[config.mk]
export PLATFORM = sky130hd
export DESIGN_NAME = bytesel_wr_bus
export DESIGN_NICKNAME = d
export VERILOG_FILES = /design/src/rtl/bsw_pkg.sv /design/src/rtl/bsw_fsm.sv /design/src/rtl/bsw_capture.sv /design/src/rtl/bsw_drive.sv /design/src/rtl/bytesel_wr_bus.sv
export SDC_FILE = /design/constraint.sdc
export NUM_CORES = 1
export LEC_CHECK = 0
export CELL_PAD_IN_SITES_DETAIL_PLACEMENT = 0
export CELL_PAD_IN_SITES_GLOBAL_PLACEMENT = 1
export CORE_MARGIN = 4
export CORE_UTILIZATION = 40
export DETAILED_ROUTE_END_ITERATION = 7
export GPL_ROUTABILITY_DRIVEN = 0
export HOLD_SLACK_MARGIN = 0.12
export PLACE_DENSITY_LB_ADDON = 0.2
export SLEW_MARGIN = 25
export SYNTH_ARGS = -nofsm -noshare
export SYNTH_HDL_FRONTEND = slang
export SYNTH_SLANG_ARGS = --single-unit
[constraint.sdc]
create_clock -name clk -period 4 [get_ports clk]
set_input_delay 0.4 -clock clk [delete_from_list [all_inputs] [get_ports clk]]
set_output_delay 0.4 -clock clk [all_outputs]
set_load 0.03 [all_outputs]
[src/rtl/bsw_pkg.sv]
package bsw_pkg;
    typedef enum logic [2:0] {
        ST_IDLE  = 3'd0,
        ST_ADDR  = 3'd1,
        ST_AHOLD = 3'd2,
        ST_DATA  = 3'd3,
        ST_RECOV = 3'd4
    } bsw_state_t;

    localparam int BUS_W  = 16;
    localparam int BYTE_W = 8;
    localparam int LANES  = BUS_W / BYTE_W;
endpackage

[src/rtl/bsw_fsm.sv]
module bsw_fsm
    import bsw_pkg::*;
#(
    parameter int WR_PULSE = 2
) (
    input  logic       clk,
    input  logic       rst_n,
    input  logic       start,
    output bsw_state_t state
);
    localparam int CNT_W = $clog2(WR_PULSE + 1);
    localparam logic [CNT_W-1:0] CNT_LAST = CNT_W'(WR_PULSE - 1);

    bsw_state_t       state_nx;
    logic [CNT_W-1:0] cnt_q, cnt_nx;

    always_comb begin
        state_nx = state;
        cnt_nx   = cnt_q;
        unique case (state)
            ST_IDLE: begin
                cnt_nx = '0;
                if (start) state_nx = ST_ADDR;
            end
            ST_ADDR:  state_nx = ST_AHOLD;
            ST_AHOLD: begin
                state_nx = ST_DATA;
                cnt_nx   = '0;
            end
            ST_DATA: begin
                if (cnt_q == CNT_LAST) begin
                    state_nx = ST_RECOV;
                end else begin
                    cnt_nx = cnt_q + 1'b1;
                end
            end
            ST_RECOV: state_nx = ST_IDLE;
            default:  state_nx = ST_IDLE;
        endcase
    end

    always_ff @(posedge clk or negedge rst_n) begin
        if (!rst_n) begin
            state <= ST_IDLE;
            cnt_q <= '0;
        end else begin
            state <= state_nx;
            cnt_q <= cnt_nx;
        end
    end

    // the data phase lasts no longer than the pulse length
    p_data_len_r4: assert property (@(posedge clk) disable iff (!rst_n)
        (state == ST_DATA && cnt_q == CNT_LAST) |=> (state == ST_RECOV));

    // a new cycle starts only from idle
    p_start_idle_r1: assert property (@(posedge clk) disable iff (!rst_n)
        (state == ST_ADDR) |-> ($past(state) == ST_IDLE));
endmodule

[src/rtl/bsw_capture.sv]
module bsw_capture #(
    parameter int PTR_W  = 21,
    parameter int BYTE_W = 8
) (
    input  logic              clk,
    input  logic              rst_n,
    input  logic              load,
    input  logic [PTR_W-1:0]  ptr_in,
    input  logic [BYTE_W-1:0] data_in,
    input  logic              wide_in,
    output logic [PTR_W-1:0]  ptr_q,
    output logic [BYTE_W-1:0] data_q,
    output logic              wide_q
);
    always_ff @(posedge clk or negedge rst_n) begin
        if (!rst_n) begin
            ptr_q  <= '0;
            data_q <= '0;
            wide_q <= 1'b0;
        end else if (load) begin
            ptr_q  <= ptr_in;
            data_q <= data_in;
            wide_q <= wide_in;
        end
    end
endmodule

[src/rtl/bsw_drive.sv]
module bsw_drive
    import bsw_pkg::*;
#(
    parameter int PTR_W = 21
) (
    input  bsw_state_t        state,
    input  logic [PTR_W-1:0]  ptr_q,
    input  logic [BYTE_W-1:0] data_q,
    input  logic              wide_q,
    output logic [BUS_W-1:0]  ad_out,
    output logic              ad_oe,
    output logic [PTR_W-18:0] a_hi,
    output logic              ale,
    output logic              wrh_n,
    output logic              ba0,
    output logic              ub_n,
    output logic              lb_n,
    output logic              done
);
    localparam int WADDR_W = PTR_W - 1;

    logic [WADDR_W-1:0] waddr;
    logic [BUS_W-1:0]   data_bus;
    logic               busy;

    assign waddr = ptr_q[PTR_W-1:1];

    for (genvar lane = 0; lane < LANES; lane++) begin : g_lane
        assign data_bus[lane*BYTE_W +: BYTE_W] = data_q;
    end

    always_comb begin
        ad_out = '0;
        ad_oe  = 1'b0;
        ale    = 1'b0;
        wrh_n  = 1'b1;
        done   = 1'b0;
        busy   = 1'b0;
        unique case (state)
            ST_IDLE: ;
            ST_ADDR: begin
                ad_out = waddr[BUS_W-1:0];
                ad_oe  = 1'b1;
                ale    = 1'b1;
                busy   = 1'b1;
            end
            ST_AHOLD: begin
                ad_out = waddr[BUS_W-1:0];
                ad_oe  = 1'b1;
                busy   = 1'b1;
            end
            ST_DATA: begin
                ad_out = data_bus;
                ad_oe  = 1'b1;
                wrh_n  = 1'b0;
                busy   = 1'b1;
            end
            ST_RECOV: begin
                ad_out = data_bus;
                ad_oe  = 1'b1;
                done   = 1'b1;
                busy   = 1'b1;
            end
            default: ;
        endcase
    end

    always_comb begin
        a_hi = (busy && wide_q) ? waddr[WADDR_W-1:BUS_W] : '0;
        ba0  = busy & ptr_q[0];
        ub_n = ~(busy & ptr_q[0]);
        lb_n = ~(busy & ~ptr_q[0]);
    end
endmodule

[src/rtl/bytesel_wr_bus.sv]
module bytesel_wr_bus
    import bsw_pkg::*;
#(
    parameter int PTR_W    = 21,
    parameter int WR_PULSE = 2
) (
    input  logic              clk,
    input  logic              rst_n,
    input  logic              req_valid,
    output logic              req_ready,
    input  logic [PTR_W-1:0]  req_ptr,
    input  logic [7:0]        req_data,
    input  logic              addr_wide,
    output logic [15:0]       ad_out,
    output logic              ad_oe,
    output logic [PTR_W-18:0] a_hi,
    output logic              ale,
    output logic              wrh_n,
    output logic              wrl_n,
    output logic              oe_n,
    output logic              ba0,
    output logic              ub_n,
    output logic              lb_n,
    output logic              done
);
    bsw_state_t        state;
    logic              start;
    logic [PTR_W-1:0]  ptr_q;
    logic [BYTE_W-1:0] data_q;
    logic              wide_q;

    assign req_ready = (state == ST_IDLE);
    assign start     = req_valid & req_ready;
    assign wrl_n     = 1'b1;
    assign oe_n      = 1'b1;

    bsw_fsm #(.WR_PULSE(WR_PULSE)) u_fsm (
        .clk   (clk),
        .rst_n (rst_n),
        .start (start),
        .state (state)
    );

    bsw_capture #(.PTR_W(PTR_W), .BYTE_W(BYTE_W)) u_cap (
        .clk     (clk),
        .rst_n   (rst_n),
        .load    (start),
        .ptr_in  (req_ptr),
        .data_in (req_data),
        .wide_in (addr_wide),
        .ptr_q   (ptr_q),
        .data_q  (data_q),
        .wide_q  (wide_q)
    );

    bsw_drive #(.PTR_W(PTR_W)) u_drv (
        .state  (state),
        .ptr_q  (ptr_q),
        .data_q (data_q),
        .wide_q (wide_q),
        .ad_out (ad_out),
        .ad_oe  (ad_oe),
        .a_hi   (a_hi),
        .ale    (ale),
        .wrh_n  (wrh_n),
        .ba0    (ba0),
        .ub_n   (ub_n),
        .lb_n   (lb_n),
        .done   (done)
    );

    // an accepted request raises the latch strobe next cycle
    p_accept_ale_r1: assert property (@(posedge clk) disable iff (!rst_n)
        (req_valid && req_ready) |=> ale);

    // latch strobe is a single-cycle pulse
    p_ale_single_r2: assert property (@(posedge clk) disable iff (!rst_n)
        ale |=> !ale);

    // while writing, both bus halves carry the same byte
    p_lanes_equal_r4: assert property (@(posedge clk) disable iff (!rst_n)
        !wrh_n |-> (ad_oe && ad_out[15:8] == ad_out[7:0]));

    // the write strobe's rising edge coincides with done
    p_done_on_rise_r7: assert property (@(posedge clk) disable iff (!rst_n)
        $rose(wrh_n) |-> done);

    // the bus is released whenever a request can be accepted
    p_release_idle_r8: assert property (@(posedge clk) disable iff (!rst_n)
        req_ready |-> !ad_oe);

    // byte steering stays fixed throughout an active cycle
    p_sel_stable_r6: assert property (@(posedge clk) disable iff (!rst_n)
        (ad_oe && $past(ad_oe)) |-> ($stable(ba0) && $stable(ub_n) && $stable(lb_n)));

    // exactly one byte enable is active during a cycle
    p_sel_one_r6: assert property (@(posedge clk) disable iff (!rst_n)
        ad_oe |-> (ub_n != lb_n));
endmodule

After elaboration in Yosys (flattened, before gate mapping)
Index checks and enable logic that the tools add are counted.
- reductions and logical operators: 9
- eq/ne operators: 8
- bitwise gates (word level): 6
- $add $sub $neg: 1
- multiplexer cells: 11
- operator list (operator ; count):
    $pmux W16 S2 ; 1
    $pmux W3 S4 ; 1
    $eq A3 B2 Y1 const B ; 2
    $mux W3 ; 2
    $reduce_or A2 Y1 ; 3
    $mux W1 ; 4
    $mux W4 ; 1
    $ne A2 B2 Y1 const B ; 2
    $pmux W2 S2 ; 1
    $reduce_and A2 Y1 ; 2
    $reduce_or A4 Y1 ; 1
    $and A1 B1 Y1 ; 3
    $eq A3 B1 Y1 const B ; 1
    $eq A3 B3 Y1 const B ; 1
    $logic_not A3 Y1 ; 1
    $not A1 Y1 ; 3
    $add A2 B1 Y2 const B ; 1
    $eq A2 B1 Y1 const B ; 1
    $mux W2 ; 1
    $ne A2 B1 Y1 const B ; 1
    $reduce_bool A2 Y1 ; 1
    $logic_and A1 B1 Y1 ; 1
- input port bits: 33
- output and inout bits: 30
- logic and storage cells: 40
- register bits: 35

Depth between registers and ports, before layout
- depth after elaboration: 5
- depth in mapped cells: 5
- mapped depth without buffers: 5

Cells and area by module
Synthesis repeated with hierarchy kept, for this count alone.
- cell total of the unflattened synthesis: 172
- area, all modules: 2213.4 µm²
- by module, submodules not included (module ; instances ; area an instance (µm²) ; sequential area each (µm²) ; cells each):
    bsw_capture ; 1 ; 1234.9 ; 750.7 ; 63
    bsw_drive ; 1 ; 710.7 ; 0.0 ; 82
    bsw_fsm ; 1 ; 229.0 ; 125.1 ; 22
    bytesel_wr_bus ; 1 ; 38.8 ; 0.0 ; 5

Least setup slack after synthesis
No wires, ideal clock.
- kind: register -> output
- from: register u_fsm.state[0]
- to: output a_hi[0]
- cell stages (with the launch flop): 5
- data required time: 3600 ps
- slack: 1882 ps
- buffers on the path: 1
- arrival time: 1718 ps
- cell sequence: dfrtp_1 buf_2 nor2_1 xnor2_1 and3_1
- word-level cells in the longest chain between the ends: 5
- elaborated cells on any way between the ends: 8
- those cells by class: eq/ne: 4; mux: 2; reduce/logical: 2
- RTL lines (item ; line ; text):
    from (decl) ; bsw_fsm.sv:9 ; output bsw_state_t state
    from (signal assigned) ; bsw_fsm.sv:47 ; state <= state_nx;
    $eq A3 B1 Y1, or another cell as far along ; - ;
    $reduce_or A4 Y1 (no line) * ; - ;
    $mux W1 * ; - ;
    named net ad_oe ; bytesel_wr_bus.sv:15 ; output logic ad_oe,
    $logic_and A1 B1 Y1 * ; bsw_drive.sv:69 ; a_hi = (busy && wide_q) ? waddr[WADDR_W-1:BUS_W] : '0;
    $mux W4 * ; bsw_drive.sv:69 ;
    to (decl) ; bytesel_wr_bus.sv:16 ; output logic [PTR_W-18:0] a_hi,
Mark *: on every way through the listed nets, which the timed path passes. The rest lies on a longest branch.

Worst setup path after layout
- from: register u_fsm.state[2]
- to: output ad_out[3]
- word-level cells in the longest chain between the ends: 3
- elaborated cells on any way between the ends: 7
- those cells by class: eq/ne: 4; mux: 1; reduce/logical: 2
- RTL lines (item ; line ; text):
    $eq A3 B2 Y1, or another cell as far along ; bsw_drive.sv:39 ; unique case (state)
    $reduce_or A2 Y1 (no line) ; - ;
    $pmux W16 S2 * ; bsw_drive.sv:39 ;
    to (decl) ; bytesel_wr_bus.sv:14 ; output logic [15:0] ad_out,
Every way passes the cells marked *; elsewhere a longest branch is shown, timed or not.

==> reports/metrics.yaml <==
crit_start: "u_fsm.state[2]"
pwr_density_cell_nw_per_um2: 965
finalSetupTns_ps: 0
critPathLaunchType: "flip-flop"
finalSetupViolations: 0
final_nets: 259
final_common_cell: "clkdlybuf4s50_1"
clk_latency_ps: 280
total_power_mw: 2.65
drv_cap: 0
p_switching_mw: 1.17
coreArea_sq_um: 5110
ctsHoldBuffers: 0
clockRootBuffer: "clkbuf_8"
grt_max_degree: 36
first_iter_violations: 66
ir_worst_vdd_uv: 546
clk_pin_slew_ps: 60
antennaDiodeCount: 0
cp_max_fo: 25
fin_crit_sh: 0.775
critical_path.top_delay_family: "simple AND/OR/NAND/NOR gates"
vias: 1544
critPathCaptureType: "output pin"
holdCritPathClass: "primary input to asynchronous set/reset pin"
path_buf_inv: 1
cpMaxStageDelayCell: "dfrtp_1"
crit_chain: "nor3b_2 -> nand2_1 -> o221ai_1 -> clkdlybuf4s50_1"
die_w_microns: 80.6
first_pass_iters: 5
cts_buffers: 5
worstReg2RegStart: "u_fsm.state[2]"
start_util: 0.413
finalHoldViolations: 0
dp.cells: 288
critical_path.max_stage_delay_ps: 770
p_int_mw: 1.48
grt-ovfl-total: 0
grt_usage: 0.157
n_fill_cell: 446
place_hpwl_microns: 3430
synth_seq_area_share: 0.415
worst_slew_margin_rel: 0.406
layout_common_cells: "clkdlybuf4s50_1 (59), dfrtp_1 (35), mux2_4 (30), nand2b_1 (19), o221ai_1 (17)"
slew_viol_final: 0
drive_above_1_share: 0.183
cts_tree: "built"
first_global_vias: 1592
static-leakage-power_nw: 1.20
post-route-drc-count: 0
worst_pin_slew_ps: 891
pwr-share-seq: 0.279
cts_setup_buffers: 0
drt-wirelength-per-cell_microns: 16.6
core.rowCount: 26
portBuffers: 60
ant_nets: 0
switching_share: 0.441
utilization: 0.538
antenna_found_initial: 0
cp.required_ps: 3600
syn_area_sq_um: 2110
crit_arrival_ps: 2700
fin_skew_ps: 3.92
syn_to_final_growth_pct: 30.3
fp.dieArea_sq_um: 6500
p_clk_frac: 0.087
syn-mean-instance-area_sq_um: 12.3
rsz0062_at_grt: "no"
fin_cells: 294
fin_crit_ps: 3100
critPathKind: "flip-flop to output pin"
io_pins: 63
ys_ff_latch: 35
cts.sinks: 35
die_y_microns: 80.6
viasPerCell: 5.25
drt-total-wl_microns: 4870
max_freq_mhz: 322
synthCells: 171
comb_power_share: 0.634
yosys_warnings: 0
grt_pass1_wl_microns: 7770
cts_buffer_depth: 2
cts.htree.levels: 2
status: "complete, no violations"
synth_cell_types: 29
cts_resized: 0
hold_ws_ps: 238
[kinds of logic (layout without fill, tap and decap cells)]
kind of cell | Yosys count | in the layout | synth area share
and+or+nand+nor | 52 | 52 | 0.144
muxes | 46 | 46 | 0.290
DFF | 35 | 35 | 0.415
AOI/OAI and AO/OA | 19 | 19 | 0.0766
buffers and inverters | 16 | 68 | 0.0623
adders and majority gates | 1 | 1 | 0.00593
other | 1 | 2 | 0.00178
xor gates and xnor gates | 1 | 1 | 0.00416
[power by group through the flow]
stage	clock [mW]	sequential, mW	combinational (mW)
after floorplan	0	0.640	1.23
after global placement	0	0.730	1.65
after detailed placement	0	0.738	1.69
after CTS	0.241	0.740	1.70
after global routing	0.257	0.769	1.79
final	0.232	0.740	1.68
[sequential cells by signal (all words and copies together), names as in the netlist]
register	flops
u_cap.data_q	8
u_cap.ptr_q	21
u_cap.wide_q	1
u_fsm.cnt_q	2
u_fsm.state	3
[metrics by stage]
stage	instance area [sq um]	worst slack, ps
2_1_floorplan	2110	1880
3_3_place_gp	2680	1300
3_5_place_dp	2680	1190
4_1_cts	2750	875
5_1_grt	2750	699
6_report	2750	898
[cells in the mapped netlist]
cell,count,area (sq um)
buf_6,1,11.3
nor2b_1,3,18.8
nor2_1,2,7.51
nand3b_1,1,7.51
ha_1,1,12.5
nor3b_2,1,12.5
inv_1,1,3.75
buf_2,5,25.0
and2_4,1,8.76
nand2_1,15,56.3
clkbuf_2,1,5.00
nor3_1,1,5.00
a21oi_1,1,5.00
buf_12,3,60.1
conb_1,1,3.75
and3_2,1,7.51
mux2_4,30,450
nor3_4,1,16.3
and3_1,5,31.3
and2b_1,1,7.51
xnor2_1,1,8.76
o221ai_1,17,149
and2_1,1,6.26
mux2i_1,16,160
dfrtp_1,35,876
clkbuf_1,3,11.3
nand2b_1,19,119
o211ai_1,1,7.51
buf_4,2,15.0
[path summary, 6_finish.rpt]
path,end,slack [ps],depth (start not counted)
min in group clk,u_cap.ptr_q[18],510,1
hold reg to reg,u_cap.ptr_q[18],510,1
setup reg to reg,u_cap.ptr_q[5],2080,3
hold / removal,u_cap.ptr_q[6],240,1
max in group asynchronous,u_cap.ptr_q[5],3210,1
setup / recovery,ad_out[3],900,4
[area by class of cell]
type | instances | area, sq um | area share
inverters | 1 | 3.75 | 0.00137
clock buffers | 6 | 72.6 | 0.0264
multi-input cells | 121 | 1100 | 0.402
flip-flops and latches | 35 | 876 | 0.319
repair buffers | 61 | 603 | 0.219
well taps | 70 | 87.6 | 0.0319
[worst reg2reg max path: cells and delay by family (launching register included)]
| kind | cells | cell delay [ps] |
|---|---|---|
| muxes | 1 | 360 |
| DFF | 1 | 630 |
| and+or+nand+nor | 2 | 810 |
[metal layers]
metal,vias up,part of all wire,track usage
met3,6,0.069,0.0471
met4,0,0.012,0.0574
met5,-,0,0
li1,719,-,-
met1,760,0.44,0.204
met2,59,0.47,0.247
Power figures use the tool's default switching activity.
